<file path="src/rtl/io_dec_pkg.sv">
package io_dec_pkg;
    localparam logic [7:0] OP_Q_SET = 8'h7B;
    localparam logic [7:0] OP_Q_CLR = 8'h7A;

    typedef enum logic {
        PORT_A = 1'b0,
        PORT_B = 1'b1
    } port_sel_e;
endpackage

</file>
<file path="src/rtl/io_code_decoder.sv">
module io_code_decoder #(
    parameter int NUM_DEV = 7,
    localparam int CODE_W = $clog2(NUM_DEV + 1)
) (
    input  logic               clk,
    input  logic               rst_n,
    input  logic [CODE_W-1:0]  code,
    input  logic               rd,
    output logic [NUM_DEV-1:0] in_sel,
    output logic [NUM_DEV-1:0] wr_hit
);
    for (genvar k = 0; k < NUM_DEV; k++) begin : g_dev
        logic match;
        assign match     = (code == CODE_W'(k + 1));
        assign in_sel[k] = match & rd;
        assign wr_hit[k] = match & ~rd;
    end

    assert_in_sel_onehot_R3: assert property (@(posedge clk) disable iff (!rst_n)
        $onehot0(in_sel));
    assert_in_sel_dir_R3: assert property (@(posedge clk) disable iff (!rst_n)
        (|in_sel) |-> rd);
    assert_code_zero_R2: assert property (@(posedge clk) disable iff (!rst_n)
        (code == '0) |-> (in_sel == '0 && wr_hit == '0));
endmodule

</file>
<file path="src/rtl/io_out_latch_bank.sv">
module io_out_latch_bank #(
    parameter int NUM_DEV = 7,
    parameter int DATA_W  = 8
) (
    input  logic                      clk,
    input  logic                      rst_n,
    input  logic                      tpb,
    input  logic [NUM_DEV-1:0]        wr_hit,
    input  logic [DATA_W-1:0]         data,
    output logic                      fall_evt,
    output logic [NUM_DEV-1:0]        out_stb,
    output logic [NUM_DEV*DATA_W-1:0] out_data
);
    typedef struct packed {
        logic                           tpb;
        logic [NUM_DEV-1:0]             stb;
        logic [NUM_DEV-1:0][DATA_W-1:0] dat;
    } bank_st_t;

    bank_st_t st_d, st_q;

    assign fall_evt = st_q.tpb & ~tpb;

    always_comb begin
        st_d     = st_q;
        st_d.tpb = tpb;
        st_d.stb = '0;
        if (fall_evt) begin
            for (int k = 0; k < NUM_DEV; k++) begin
                if (wr_hit[k]) begin
                    st_d.stb[k] = 1'b1;
                    st_d.dat[k] = data;
                end
            end
        end
    end

    always_ff @(posedge clk or negedge rst_n) begin
        if (!rst_n) st_q <= '0;
        else        st_q <= st_d;
    end

    assign out_stb  = st_q.stb;
    assign out_data = st_q.dat;

    assert_stb_onehot_R5: assert property (@(posedge clk) disable iff (!rst_n)
        $onehot0(out_stb));
    assert_stb_single_R5: assert property (@(posedge clk) disable iff (!rst_n)
        (|out_stb) |=> ((out_stb & $past(out_stb)) == '0));
    assert_latch_hold_R4: assert property (@(posedge clk) disable iff (!rst_n)
        (out_stb == '0) |-> $stable(out_data));
endmodule

</file>
<file path="src/rtl/io_flag_ctrl.sv">
module io_flag_ctrl
    import io_dec_pkg::*;
(
    input  logic       clk,
    input  logic       rst_n,
    input  logic       op_valid,
    input  logic [7:0] opcode,
    input  logic       sel_wr,
    input  logic       sel_bit,
    input  logic       ready_a,
    input  logic       ready_b,
    output logic       q_out,
    output logic       flag_a,
    output logic       flag_b
);
    typedef struct packed {
        logic      q;
        port_sel_e sel;
    } flag_st_t;

    flag_st_t st_d, st_q;

    always_comb begin
        st_d = st_q;
        if (op_valid && opcode == OP_Q_SET) st_d.q = 1'b1;
        if (op_valid && opcode == OP_Q_CLR) st_d.q = 1'b0;
        if (sel_wr) st_d.sel = port_sel_e'(sel_bit);
    end

    always_ff @(posedge clk or negedge rst_n) begin
        if (!rst_n) st_q <= '{q: 1'b0, sel: PORT_A};
        else        st_q <= st_d;
    end

    assign q_out  = st_q.q;
    assign flag_a = ready_a & (st_q.sel == PORT_A);
    assign flag_b = ready_b & (st_q.sel == PORT_B);

    assert_q_set_R7: assert property (@(posedge clk) disable iff (!rst_n)
        (op_valid && opcode == OP_Q_SET) |=> q_out);
    assert_q_clr_R7: assert property (@(posedge clk) disable iff (!rst_n)
        (op_valid && opcode == OP_Q_CLR) |=> !q_out);
    assert_q_keep_R7: assert property (@(posedge clk) disable iff (!rst_n)
        !(op_valid && (opcode == OP_Q_SET || opcode == OP_Q_CLR)) |=> $stable(q_out));
    assert_flag_excl_R9: assert property (@(posedge clk) disable iff (!rst_n)
        !(flag_a && flag_b));
endmodule

</file>
<file path="src/rtl/io_port_decoder.sv">
module io_port_decoder #(
    parameter int NUM_DEV  = 7,
    parameter int DATA_W   = 8,
    parameter int SEL_CODE = 7,
    localparam int CODE_W  = $clog2(NUM_DEV + 1)
) (
    input  logic                      clk,
    input  logic                      rst_n,
    input  logic [CODE_W-1:0]         io_code,
    input  logic                      rd_strobe,
    input  logic                      tpb,
    input  logic [DATA_W-1:0]         bus_data,
    input  logic                      op_valid,
    input  logic [7:0]                opcode,
    input  logic                      ready_a,
    input  logic                      ready_b,
    output logic [NUM_DEV-1:0]        in_sel,
    output logic [NUM_DEV-1:0]        out_stb,
    output logic [NUM_DEV*DATA_W-1:0] out_data,
    output logic                      q_out,
    output logic                      flag_a,
    output logic                      flag_b
);
    logic [NUM_DEV-1:0] wr_hit;
    logic               fall_evt;

    io_code_decoder #(.NUM_DEV(NUM_DEV)) u_dec (
        .clk    (clk),
        .rst_n  (rst_n),
        .code   (io_code),
        .rd     (rd_strobe),
        .in_sel (in_sel),
        .wr_hit (wr_hit)
    );

    io_out_latch_bank #(.NUM_DEV(NUM_DEV), .DATA_W(DATA_W)) u_bank (
        .clk      (clk),
        .rst_n    (rst_n),
        .tpb      (tpb),
        .wr_hit   (wr_hit),
        .data     (bus_data),
        .fall_evt (fall_evt),
        .out_stb  (out_stb),
        .out_data (out_data)
    );

    io_flag_ctrl u_flag (
        .clk      (clk),
        .rst_n    (rst_n),
        .op_valid (op_valid),
        .opcode   (opcode),
        .sel_wr   (fall_evt & wr_hit[SEL_CODE-1]),
        .sel_bit  (bus_data[0]),
        .ready_a  (ready_a),
        .ready_b  (ready_b),
        .q_out    (q_out),
        .flag_a   (flag_a),
        .flag_b   (flag_b)
    );

    assert_read_no_capture_R6: assert property (@(posedge clk) disable iff (!rst_n)
        (fall_evt && rd_strobe) |=> (out_stb == '0));
endmodule

</file>
<file path="config.mk">
export PLATFORM = sky130hd
export DESIGN_NAME = io_port_decoder
export DESIGN_NICKNAME = d
export VERILOG_FILES = /design/src/rtl/io_dec_pkg.sv /design/src/rtl/io_code_decoder.sv /design/src/rtl/io_out_latch_bank.sv /design/src/rtl/io_flag_ctrl.sv /design/src/rtl/io_port_decoder.sv
export SDC_FILE = /design/constraint.sdc
export NUM_CORES = 1
export LEC_CHECK = 0
export BUFFER_PORTS_ARGS = -buffer_cell sky130_fd_sc_hd__clkbuf_2
export CORE_ASPECT_RATIO = 1.75
export CORE_UTILIZATION = 50
export CTS_BUF_LIST = sky130_fd_sc_hd__clkbuf_16
export CTS_CLUSTER_SIZE = 10
export DETAILED_ROUTE_END_ITERATION = 16
export PLACE_DENSITY_LB_ADDON = 0.15
export SLEW_MARGIN = 20
export SYNTH_ARGS = -nofsm -noshare
export SYNTH_HDL_FRONTEND = slang
export SYNTH_SLANG_ARGS = --single-unit
</file>
<file path="constraint.sdc">
create_clock -name clk -period 2 [get_ports clk]
set_clock_uncertainty 0.15 [all_clocks]
set_input_delay 0.1 -clock clk [delete_from_list [all_inputs] [get_ports clk]]
set_output_delay 0.1 -clock clk [all_outputs]
set_load 0.03 [all_outputs]
</file>
Yosys cells after proc, flatten, opt, wreduce, memory -nomap -nowiden
Cells that the tools add are included.
Operators by class
  div/mod/pow operators: 0
  $add $sub $neg: 0
  magnitude comparators: 0
  bitwise logic cells: 21
  equality and inequality tests: 9
  $mul: 0
  shifts and indexed selects: 0
  reductions and logical operators: 10
  multiplexer cells: 17
Operators with widths (number)
  63-bit 2-to-1 mux: 1
  8-bit 2-to-1 mux: 7
  1-bit AND: 18
  8-bit by 7-bit equality test with 1-bit output (second input constant): 2
  2-bit AND reduction: 7
  3-bit equality test (second input constant): 4
  1-bit 2-to-1 mux: 9
  3-bit by 2-bit equality test with 1-bit output (second input constant): 2
  3-bit by 1-bit equality test with 1-bit output (second input constant): 1
  1-bit inverter: 3
  1-bit logical AND: 2
  2-bit nonzero test: 1
Storage, ports and cells
  output and inout port bits: 73
  bits in read-only memories: 0
  logic and storage cells: 68
  memory bits (writable): 0
  memories kept: 0
  register bits: 66
  bits in latches: 0

Logic depth before layout (Yosys ltp)
Gate-level depths: netlist of the first run.
  depth in word-level cells: 4
  gate-level depth with buffers: 4
  depth with buffers taken out: 3

Modules after synthesis
From an unflattened synthesis of the first run, not the netlist that was laid out.
Second synthesis, totals
  cell total of the unflattened synthesis: 227
  area total of the unflattened synthesis: 3241.9 sq um
Modules (own cells, without submodules)
  io_out_latch_bank: instances 1, area each 2889.0 sq um, cells an instance 199, sequential area each 1601.5 sq um
  io_code_decoder: instances 1, area each 240.2 sq um, cells an instance 18, sequential area each 0.0 sq um
  io_flag_ctrl: instances 1, area each 106.4 sq um, cells an instance 9, sequential area each 50.0 sq um
  io_port_decoder: instances 1, area each 6.3 sq um, cells an instance 1, sequential area each 0.0 sq um

Least setup slack after synthesis of the first run
Ideal clock, no wire load.
  path type: flip-flop to flip-flop
  start point: reg u_bank.st_q[63] (netlist bit)
  end point: reg u_bank.st_q, in the netlist u_bank.out_data[0]
  arrival: 1.450 ns
  data required time: 1.725 ns
  cell stages (with the launch flop): 5
  slack: 0.275 ns
  buffers on the path: 1
  cell sequence: dfrtp_1 > or4b_4 > or2_1 > buf_6 > mux2_4
Between the ends
  word-level cells in the longest chain between the ends: 2
RTL lines
  from (decl): line io_out_latch_bank.sv:20  | bank_st_t st_d, st_q;
  from (signal assigned): line io_out_latch_bank.sv:40  | else st_q <= st_d;
  1-bit AND: line io_out_latch_bank.sv:22  | assign fall_evt = st_q.tpb & ~tpb;
  2-bit AND reduction (no source line)
No other way between the ends.
A chain may end at the register's enable or synchronous reset.

Worst setup path in the final report of the first run
  start point: reg u_bank.st_q[63] (netlist bit)
  end point: reg u_bank.st_q, in the netlist u_bank.out_data[4]
Same word-level chain as after synthesis.

==> metrics.cfg, run 1 <==
[status]
status = finished, final reports clean

[synth]
synth_edf_count = 0
synth_area_mm2 = 0.00301
ys_ff_latch = 65
synth-xor-area-share_pct = 0
yosys_warnings = 0
syn_avg_cell_area_um2 = 13.6
synthSimpleGateAreaFrac_pct = 5.20
synth_top_flop_cell = dfrtp_1
synth.distinct_cells = 20
synth_compound_gate_area_share_pct = 0
async_flop_share_pct = 100
synthCells = 221
synth_nets = 247
synth-seq-area-share_pct = 54.0
synth_top_family_by_area = multiplexers
synth.mux.area_fraction_pct = 23.3
synth_fa_ha_area_share_pct = 0

[grt]
grt_overflow_total = 0
grt_max_degree = 26
grt_pass1_wl_um = 8860
grt.total_usage_pct = 20.0
antenna_found_initial = 0
grt_pass1_vias = 1699

[clock_tree]
cts.sinks = 65
h-tree-depth = 3
numCtsBuffers = 9
cts-root-buf = clkbuf_16
cts_tree = done
insertion_delay_ns = 0.32
path_clk_slew_ns = 0.05
cts_resized = 0
cts_max_path_buffers = 2

[power_and_ir_drop]
power_mw = 4.22
leakagePower_nw = 1.93
pwr_density_cell_mw_per_mm2 = 1190
p_seq_share_pct = 39.4
p_clk_share_pct = 35.3
share_comb_of_total_power_pct = 25.4
p_sw_share_pct = 31.9
switchingPower_mw = 1.35
internal_power_mw = 2.87
ir_worst_vdd_mv = 0.605

[place]
place_congestion = 0.691
dp_worst_setup_slack_ns = 0.103
port_buffers = 98
place_hpwl_um = 3960
place_area_mm2 = 0.00315

[detailed_routing]
detail-route-antenna-nets = 0
viasPerCell = 4.68
first_pass_iters = 4
drt_iter0_markers = 71
via_count = 1694
routed_wl_um = 5670
drc = 0
wl_per_cell_um = 15.7

[setup_path]
cpMaxStageDelayCell = or4b_4
cp-start-kind = flop
critPathArrivalTime_ns = 1.96
crit_required_ns = 2.05
rrSetupSlack_ns = 0.1
r2r_end = u_bank.out_data[4]
cp-end-kind = flop
critPathKind = reg2reg
reg2reg_depth = 3
path_cells = or4b_4, or2_1, mux2_4
cp_slowest_stage_delay_ns = 0.47
regToRegStartpoint = u_bank.st_q[63]
path_max_fanout = 9

[sta]
max_freq_mhz = 526
fin_crit_ns = 1.90
rsz0062_at_grt = false
hold_viol = 0
slew_headroom_pct = 62.8
fin_crit_sh_pct = 95.1
setup_viol = 0
drv_slew = 0
tightest_slew_ns = 0.558
fin_ws_ns = 0.0989
setup_tns_ns = 0
whs_ns = 0.0600

[die]
design.core.area_mm2 = 0.00583
die-area_mm2 = 0.00635
dieWidth_um = 60.7
die_height_um = 105
io_pins = 99
fp-row-count = 37
initial_utilization_pct = 51.6

[worst_hold_path]
hp-start = opcode[6]
holdPathEnd = u_flag.q_out
holdCritPathClass = in2reg
whs_path_depth = 4

[cells_and_area]
nNetsFinal = 305
n_antenna_cell = 0
area_growth_pct = 17.8
stdcell_area_mm2 = 0.00355
drive_gt1_share_pct = 63.0

[flow_run]
drv_cap = 0

==> worst max path at each step <==
stage | from | end | slack, ns
finish | u_bank.st_q[63] | u_bank.out_data[4] | 0.1
global placement | u_bank.st_q[63] | u_bank.out_data[6] | 0.14
detailed placement | u_bank.st_q[63] | u_bank.out_data[4] | 0.10
floorplan | u_bank.st_q[63] | u_bank.out_data[0] | 0.27
global route | u_bank.st_q[63] | u_bank.out_data[7] | 0.06
CTS | u_bank.st_q[63] | u_bank.out_data[4] | 0.10
==> cells in the mapped netlist (3+ instances only) <==
cell / n / area (um^2)
inv_1: 5 / 18.8
dfrtp_1: 65 / 1630
clkbuf_1: 3 / 11.3
mux2_4: 16 / 240
mux2_2: 41 / 462
buf_4: 63 / 473
nand2b_1: 3 / 18.8
nor2_1: 7 / 26.3
==> per-stage QoR <==
step                      std cells  util (%)
final                           362      60.8
after global routing            362      60.8
after CTS                       362      60.8
after detailed placement        335      54.0
after global placement          335      54.0
after floorplan                 221         -
==> worst max-delay path, delay by kind of cell (launching register included) <==
kind             cells  cell delay (ns)
flip-flops           1             0.33
multiplexers         1             0.38
AND/OR/NAND/NOR      2             0.92
==> per-layer routing <==
layer	wire length (um)	vias up	global-route usage [%]
li1	-	786	-
met3	311	7	5.69
met2	2950	70	31.6
met4	99	0	9.74
met5	0	-	0
met1	2310	831	24.3
==> cells in the final DEF, fill, tap and decap left out <==
master         synthesis  routed
mux2_2                41      41
buf_2                  0       1
or2_1                  2       2
inv_1                  5       5
buf_4                 63       5
nand2_1                2       2
and2_1                 1       1
buf_12                 0       1
clkbuf_2               0      97
dlygate4sd3_1          0      11
nand4b_1               2       2
dfrtp_1               65      65
nor3_1                 1       1
nand2b_1               3       3
clkinvlp_4             0       2
clkinv_2               0       1
clkbuf_16              0       9
bufinv_16              0       1
or4b_4                 1       1
or2_2                  2       2
mux2_4                16      16
nor2_2                 2       2
or3_1                  1       1
clkinv_1               0       3
nor2_1                 7       7
nor2b_1                1       1
nand4bb_1              1       1
==> power by group through the flow <==
stage,sequential [mW],clock (mW),combinational [mW]
global placement,1.68,0,1.05
floorplan,1.64,0,1.05
CTS,1.66,1.53,1.09
detailed placement,1.68,0,1.07
finish,1.66,1.49,1.07
global route,1.69,1.59,1.14
==> registers in the layout, summed over array words and instances (netlist names) <==
| signal | count |
|---|---|
| u_bank.st_q | 1 |
| u_bank.out_stb | 7 |
| u_flag.q_out | 1 |
| u_bank.out_data | 56 |
==> kinds of logic (layout without fill, tap and decap cells) <==
kind of cell / Yosys count / in the layout
flops: 65 / 65
buf+inv: 73 / 136
simple gates: 26 / 26
mux: 57 / 57
==> what timing repair did <==
| item | in CTS | in global routing |
|---|---|---|
| buffers inserted | 0 | 0 |
| endpoints found under the hold margin | 103 | 0 |
| hold buffers | 11 | 0 |
==> area by class of cell <==
class | instances | area [um^2]
fillers | 509 | 2290
flip-flops and latches | 65 | 1630
multi-input cells | 83 | 858
repair buffers | 115 | 658
clock buffers | 9 | 225
well taps | 78 | 97.6
clock inverters | 7 | 61.3
inverters | 5 | 18.8
Note: power is estimated with default switching activity, not from simulation.
==> inputs of run 2 (changes only) <==
- CORE_UTILIZATION: 50 -> 51
- REMOVE_ABC_BUFFERS: default -> 1
- SYNTH_HIERARCHICAL: default -> 1
==> run 2 against run 1 <==
Effect of this change:
- synthesized area increased by 7.7%
- routed wire length increased by 4.7%
- maximum frequency increased by 23%
- first-iteration DRC count decreased by 11%
==> metrics.cfg, run 2 <==
[power_and_ir_drop]
p_clk_share_pct = 32.3  ; -3.0 points
p_sw_share_pct = 32.7  ; +0.83 points
p_seq_share_pct = 41.3  ; +1.9 points
leakagePower_nw = 2.08  ; +8.1%
switchingPower_mw = 1.33  ; -0.98%
power_mw = 4.07  ; -3.5%
ir_worst_vdd_mv = 0.853  ; +41%
internal_power_mw = 2.74  ; -4.7%
share_comb_of_total_power_pct = 26.5  ; +1.1 points
pwr_density_cell_mw_per_mm2 = 1100  ; -7.4%

[grt]
antenna_found_initial = 0  ; unchanged
grt_overflow_total = 0  ; unchanged
grt_pass1_vias = 1731  ; +1.9%
grt_pass1_wl_um = 9140  ; +3.1%
grt_max_degree = 67  ; +160%
grt.total_usage_pct = 18.9  ; -1.1 points

[place]
port_buffers = 98  ; unchanged
place_area_mm2 = 0.00333  ; +5.8%
place_hpwl_um = 3910  ; -1.4%
place_congestion = 0.678  ; -1.8%
dp_worst_setup_slack_ns = 0.452  ; +0.349 ns

[clock_tree]
path_clk_slew_ns = 0.05  ; about the same
cts_setup_buffers = 0  ; unchanged
cts_max_path_buffers = 2  ; unchanged
cts-root-buf = clkbuf_16
h-tree-depth = 3  ; unchanged
numCtsBuffers = 9  ; unchanged
cts_resized = 0  ; unchanged
cts.sinks = 66  ; +1.5%
insertion_delay_ns = 0.32  ; about the same
cts_tree = done

[setup_path]
reg2reg_depth = 3  ; unchanged
cp_slowest_stage_delay_ns = 0.51  ; +0.04 ns
cpMaxStageDelayCell = dfrtp_1
critPathKind = reg2reg
cp-start-kind = flop
cp-end-kind = flop
path_cells = buf_4, nand3b_4, mux2_2
crit_required_ns = 2.05  ; about the same
path_max_fanout = 9  ; unchanged
critPathArrivalTime_ns = 1.59  ; -0.37 ns
rrSetupSlack_ns = 0.46  ; +0.36 ns

[sta]
max_freq_mhz = 650  ; +23%
fin_ws_ns = 0.460  ; +0.362 ns
fin_crit_ns = 1.54  ; -0.362 ns
setup_tns_ns = 0  ; unchanged
hold_viol = 0  ; unchanged
drv_slew = 0  ; unchanged
fin_crit_sh_pct = 77.0  ; -18 points
rsz0062_at_grt = false
slew_headroom_pct = 76.7  ; +14 points
setup_viol = 0  ; unchanged
tightest_slew_ns = 0.350  ; -0.208 ns

[synth]
yosysMostFrequentCell = dfrtp_1
async_flop_share_pct = 100  ; unchanged
synth_compound_gate_area_share_pct = 0  ; unchanged
synth_top_area_cell = dfrtp_1
synth-xor-area-share_pct = 0  ; unchanged
ys_top_cells_by_area = dfrtp_1 51%, mux2_2 20%, buf_4 15%
yosys_warnings = 6  ; +6
synth-seq-area-share_pct = 50.9  ; -3.1 points
synth_top_flop_cell = dfrtp_1
synth_edf_count = 0  ; unchanged
syn_avg_cell_area_um2 = 14.3  ; +4.8%
synth_area_mm2 = 0.00324  ; +7.7%
synthSimpleGateAreaFrac_pct = 11.8  ; +6.6 points
synth_top_family_by_area = multiplexers
synth_fa_ha_area_share_pct = 0  ; unchanged
ys_ff_latch = 66  ; +1.5%
synthCells = 227  ; +2.7%
synth.mux.area_fraction_pct = 20.1  ; -3.2 points
synth.distinct_cells = 15  ; -25%
yosysTopAreaCellShare_pct = 50.9  ; -3.1 points
synth_top_cells_by_count = 66 x dfrtp_1, 63 x buf_4, 57 x mux2_2

[die]
die_height_um = 107  ; +2.7%
design.core.area_mm2 = 0.00618  ; +6.0%
fp-row-count = 38  ; +2.7%
dieWidth_um = 62.3  ; +2.7%
die-area_mm2 = 0.00669  ; +5.4%
initial_utilization_pct = 52.4  ; +0.84 points
io_pins = 99  ; unchanged

[detailed_routing]
viasPerCell = 4.85  ; +3.7%
routed_wl_um = 5930  ; +4.7%
drt_iter0_markers = 63  ; -11%
drc = 0  ; unchanged
via_count = 1776  ; +4.8%
first_pass_iters = 6  ; +2
wl_per_cell_um = 16.2  ; +3.6%
detail-route-antenna-nets = 0  ; unchanged

[cells_and_area]
final_common_cell = clkbuf_2
largest_reg_flops = 56  ; unchanged
final_cell_mix = 97 x clkbuf_2, 66 x dfrtp_1, 57 x mux2_2
n_antenna_cell = 0  ; unchanged
nNetsFinal = 307  ; +0.66%
area_growth_pct = 13.9
fillers = 518  ; +1.8%
final_util_pct = 59.8  ; -1.0 points
regArea_mm2 = 0.00165  ; +1.5%
stdcell_area_mm2 = 0.00369  ; +4.2%
multi_input_area_mm2 = 0.00103  ; +21%
drive_gt1_share_pct = 61.9  ; -1.1 points

[worst_hold_path]
whs_path_depth = 4  ; unchanged
holdCritPathClass = in2reg

[flow_run]
drv_cap = 0  ; unchanged

[status]
status = finished, final reports clean

run 2: metal layers:
layer | up-vias | track usage, % | wire length [um]
met2 | 67 | 31.3 | 3020
met5 | - | 0 | 0
met1 | 871 | 22.7 | 2490
met4 | 0 | 8.97 | 107
met3 | 8 | 5.19 | 312
li1 | 830 | - | -
run 2: area by class of cell:
cell class	count	area share, %
Multi-Input combinational cell	86	28.0
Clock inverter	7	0.745
Tap cell	80	2.71
Inverter	7	0.711
Timing Repair Buffer	111	17.0
Clock buffer	9	6.10
Sequential cell	66	44.7
run 2: power groups by stage:
stage | registers [mW] | logic [mW] | clock network (mW)
3_5_place_dp | 1.70 | 1.07 | 0
4_1_cts | 1.68 | 1.09 | 1.35
6_report | 1.68 | 1.08 | 1.31
2_1_floorplan | 2.14 | 0.242 | 0
3_3_place_gp | 1.70 | 1.05 | 0
5_1_grt | 1.71 | 1.13 | 1.41
run 2: logic make-up (layout without fill, tap and decap cells):
kind of cell | after synthesis | in the layout
simple gates | 28 | 28
mux | 58 | 58
buf+inv | 75 | 134
flops | 66 | 66
run 2: final timing paths:
kind | from | end
max reg2reg | u_bank/st_q[63] | u_bank/out_data[1]
max | u_bank/st_q[63] | u_bank/out_data[1]
min in group asynchronous | rst_n | u_bank/out_stb[5]
min | opcode[3] | u_flag/q_out
min reg2reg | u_flag/q_out | u_flag/q_out
max in group asynchronous | rst_n | u_flag/st_q[0]
run 2: stage by stage:
| step | std cells | hold WS [ns] |
|---|---|---|
| floorplan | 159 | -0.346 |
| global placement | 339 | -0.00359 |
| detailed placement | 339 | -0.00832 |
| CTS | 366 | 0.0345 |
| global route | 366 | 0.0645 |
| finish | 366 | 0.0460 |
run 2: worst max-delay path, delay by kind of cell, from the launching register on:
family	cells	cell delay [ns]
buffers and inverters	1	0.24
and+or+nand+nor	1	0.19
DFF	1	0.51
muxes	1	0.33
run 2: repair_timing:
action,4_1_cts,5_1_grt
hold endpoints to repair,125,0
setup endpoints to repair,0,0
hold buffers,11,0
==> inputs of run 3 (changes only) <==
- ABC_AREA: default -> 1
- CORE_UTILIZATION: 51 -> 47
- clock period: 2 -> 1.4 ns (I/O delays scaled with it)
==> run 3 against run 2 <==
Effect of this change:
- worst setup slack got worse by 0.37 ns
- register-to-register slack worse by 0.34 ns
- sequential power rose by 43%
- clock power is 45% higher
- global-route usage is 1.8 points higher
==> metrics.cfg, run 3 <==
[status]
status = finished, final reports clean

[synth]
synth.distinct_cells = 15  ; unchanged
synth_edf_count = 0  ; unchanged
synthCells = 379  ; +67%
yosysMostFrequentCell = nand2_1
synth_area_mm2 = 0.00335  ; +3.2%
synth_top_cells_by_count = 122 x nand2_1, 66 x dfrtp_1, 65 x buf_4
ys_ff_latch = 66  ; unchanged
yosys_warnings = 6  ; unchanged
synth_top_area_cell = dfrtp_1
async_flop_share_pct = 100  ; unchanged
ys_top_cells_by_area = dfrtp_1 49%, buf_4 15%, nand2_1 14%
syn_avg_cell_area_um2 = 8.83  ; -38%
synth-seq-area-share_pct = 49.4  ; -1.6 points
yosysTopAreaCellShare_pct = 49.4  ; -1.6 points
synth_top_flop_cell = dfrtp_1

[clock_tree]
insertion_delay_ns = 0.32  ; about the same
numCtsBuffers = 9  ; unchanged
cts_setup_buffers = 0  ; unchanged
cts_tree = done
path_clk_slew_ns = 0.05  ; about the same
cts_max_path_buffers = 2  ; unchanged
cts.sinks = 66  ; unchanged
cts-root-buf = clkbuf_16
h-tree-depth = 3  ; unchanged

[setup_path]
critPathKind = in2reg
critPathArrivalTime_ns = 1.38  ; -0.21 ns
path_max_fanout = 1  ; -8
crit_required_ns = 1.46  ; -0.59 ns
worst_path_most_repeated_cell = dlygate4sd3_1
cp-end-kind = flop
cpMaxStageDelayCell = dlygate4sd3_1
cp-start-kind = input pin
cp_top_family = buffers and inverters
timing.critical_path.buf_inv = 3  ; +2
cp_slowest_stage_delay_ns = 0.55  ; +0.04 ns
path_cells = dlygate4sd3_1, clkbuf_2, nand3_1, dlygate4sd3_1, nand2_1

[cells_and_area]
multi_input_area_mm2 = 0.00102  ; -1.3%
nNetsFinal = 457  ; +49%
n_antenna_cell = 0  ; unchanged
final_util_pct = 56.4  ; -3.3 points
fillers = 641  ; +24%
final_cell_mix = 122 x nand2_1, 97 x clkbuf_2, 65 x dfrtp_1
largest_reg_flops = 56  ; unchanged
area_growth_pct = 15.6
final_common_cell = nand2_1
regArea_mm2 = 0.00165  ; about the same
drive_gt1_share_pct = 30.7  ; -31 points

[sta]
whs_ns = 0.0502  ; +0.00421 ns
max_freq_mhz = 762
fin_crit_ns = 1.31
slew_headroom_pct = 76.7  ; about the same
rsz0062_at_grt = false
setup_viol = 0  ; unchanged
hold_viol = 0  ; unchanged
setup_tns_ns = 0  ; unchanged
tightest_slew_ns = 0.350  ; +0.0000752 ns
drv_slew = 0  ; unchanged
fin_crit_sh_pct = 93.7

[die]
initial_utilization_pct = 48.8  ; -3.7 points
dieWidth_um = 65.8  ; +5.6%
io_pins = 99  ; unchanged
fp-row-count = 40  ; +5.3%
die_height_um = 114  ; +5.7%
die-area_mm2 = 0.00747  ; +12%
design.core.area_mm2 = 0.00686  ; +11%

[power_and_ir_drop]
power_mw = 5.80  ; +42%
leakagePower_nw = 2.23  ; +7.2%
pwr_density_cell_mw_per_mm2 = 1500  ; +36%
ir_worst_vdd_mv = 0.676  ; -21%

[detailed_routing]
viasPerCell = 4.98  ; +2.5%
drc = 0  ; unchanged
routed_wl_um = 7180  ; +21%
first_pass_iters = 4  ; -2
wl_per_cell_um = 13.8  ; -15%
detail-route-antenna-nets = 0  ; unchanged
drt_iter0_markers = 161  ; +160%
via_count = 2587  ; +46%

[grt]
grt_pass1_wl_um = 11500  ; +26%
antenna_found_initial = 0  ; unchanged
grt.met3_usage_pct = 5.00  ; -0.19 points
grt_max_degree = 67  ; unchanged
grt_util_met2_pct = 32.1  ; +0.79 points
grt_busiest_layer = met2
grt_pass1_vias = 2331  ; +35%
grt_use_met1_pct = 26.8  ; +4.1 points
grt.total_usage_pct = 20.7  ; +1.8 points
grt_overflow_total = 0  ; unchanged

[place]
place_hpwl_um = 4880  ; +25%
place_congestion = 0.752  ; +11%
port_buffers = 98  ; unchanged

[flow_run]
drv_cap = 0  ; unchanged

[worst_hold_path]
holdCritPathClass = in2reg

run 3: cell types whose count changed after synthesis, moves of 4 or more:
cell      before  now
nand3_2        0    4
nand3_1        0    8
and4bb_1       6    0
mux2_2        57    1
nor2_1         1   15
nand3b_4       7    0
buf_2          0   16
nand4_1        0   56
inv_1          7   16
nand2_1        0  122
and4b_1        4    0
run 3: layout make-up:
type,count,share of cell area (%)
Sequential cell,66,42.7
Multi-Input combinational cell,211,26.4
Timing Repair Buffer,125,19.9
Clock buffer,9,5.82
Tap cell,84,2.72
Inverter,18,1.75
Clock inverter,7,0.712
run 3: per-layer routing:
metal / vias to the layer above / wire, um / part of all wire, %
met1: 1204 / 3020 / 42
met4: 0 / 98 / 1.4
met5: - / 0 / 0
met2: 96 / 3620 / 50
li1: 1281 / - / -
met3: 6 / 437 / 6.1
run 3: where the power goes:
group          switching [mW]  internal (mW)  total [mW]  leakage [nW]
logic                    1.08          0.410        1.49          1.24
registers               0.187           2.22        2.41         0.862
clock network           0.744           1.15        1.90         0.128
run 3: logic make-up (layout without fill, tap and decap cells):
logic type / Yosys count / count (layout) / share of synthesized area, %
DFF: 66 / 66 / 49.4
muxes: 1 / 1 / 0.337
and+or+nand+nor: 210 / 210 / 30.2
buffers and inverters: 102 / 159 / 20.1
run 3: timing repair:
| item | in CTS | in global routing |
|---|---|---|
| hold buffers | 14 | 0 |
| endpoints found under the setup margin | 0 | 8 |
| hold endpoints to repair | 116 | 0 |
| resized for setup | 0 | 1 |
run 3: stage by stage:
step / worst slack [ns] / area (um^2) / std cells
5_1_grt: 0.0394 / 3870 / 520
3_3_place_gp: 0.0950 / 3470 / 490
2_1_floorplan: -0.891 / 2740 / 295
6_report: 0.0882 / 3870 / 520
3_5_place_dp: 0.0518 / 3470 / 490
4_1_cts: 0.0465 / 3860 / 520
run 3: path summary, 6_finish.rpt:
kind | startpoint | endpoint | slack (ns) | cells after the start
setup / recovery | opcode[0] | u_flag/q_out | 0.09 | 5
hold / removal | tpb | u_bank/out_data[49] | 0.05 | 5
setup reg to reg | u_bank/st_q[63] | u_bank/out_data[12] | 0.12 | 4
hold reg to reg | u_bank/out_data[47] | u_bank/out_data[47] | 0.32 | 2
max in group asynchronous | rst_n | u_bank/st_q[63] | 0.65 | 3
min in group asynchronous | rst_n | u_bank/out_data[43] | 0.16 | 3
run 3: worst min-delay path, cell delays in order:
cell and delay, ns:
clkbuf_2 0.09, inv_2 0.05, buf_4 0.16, nand4_1 0.07
nand2_1 0.05
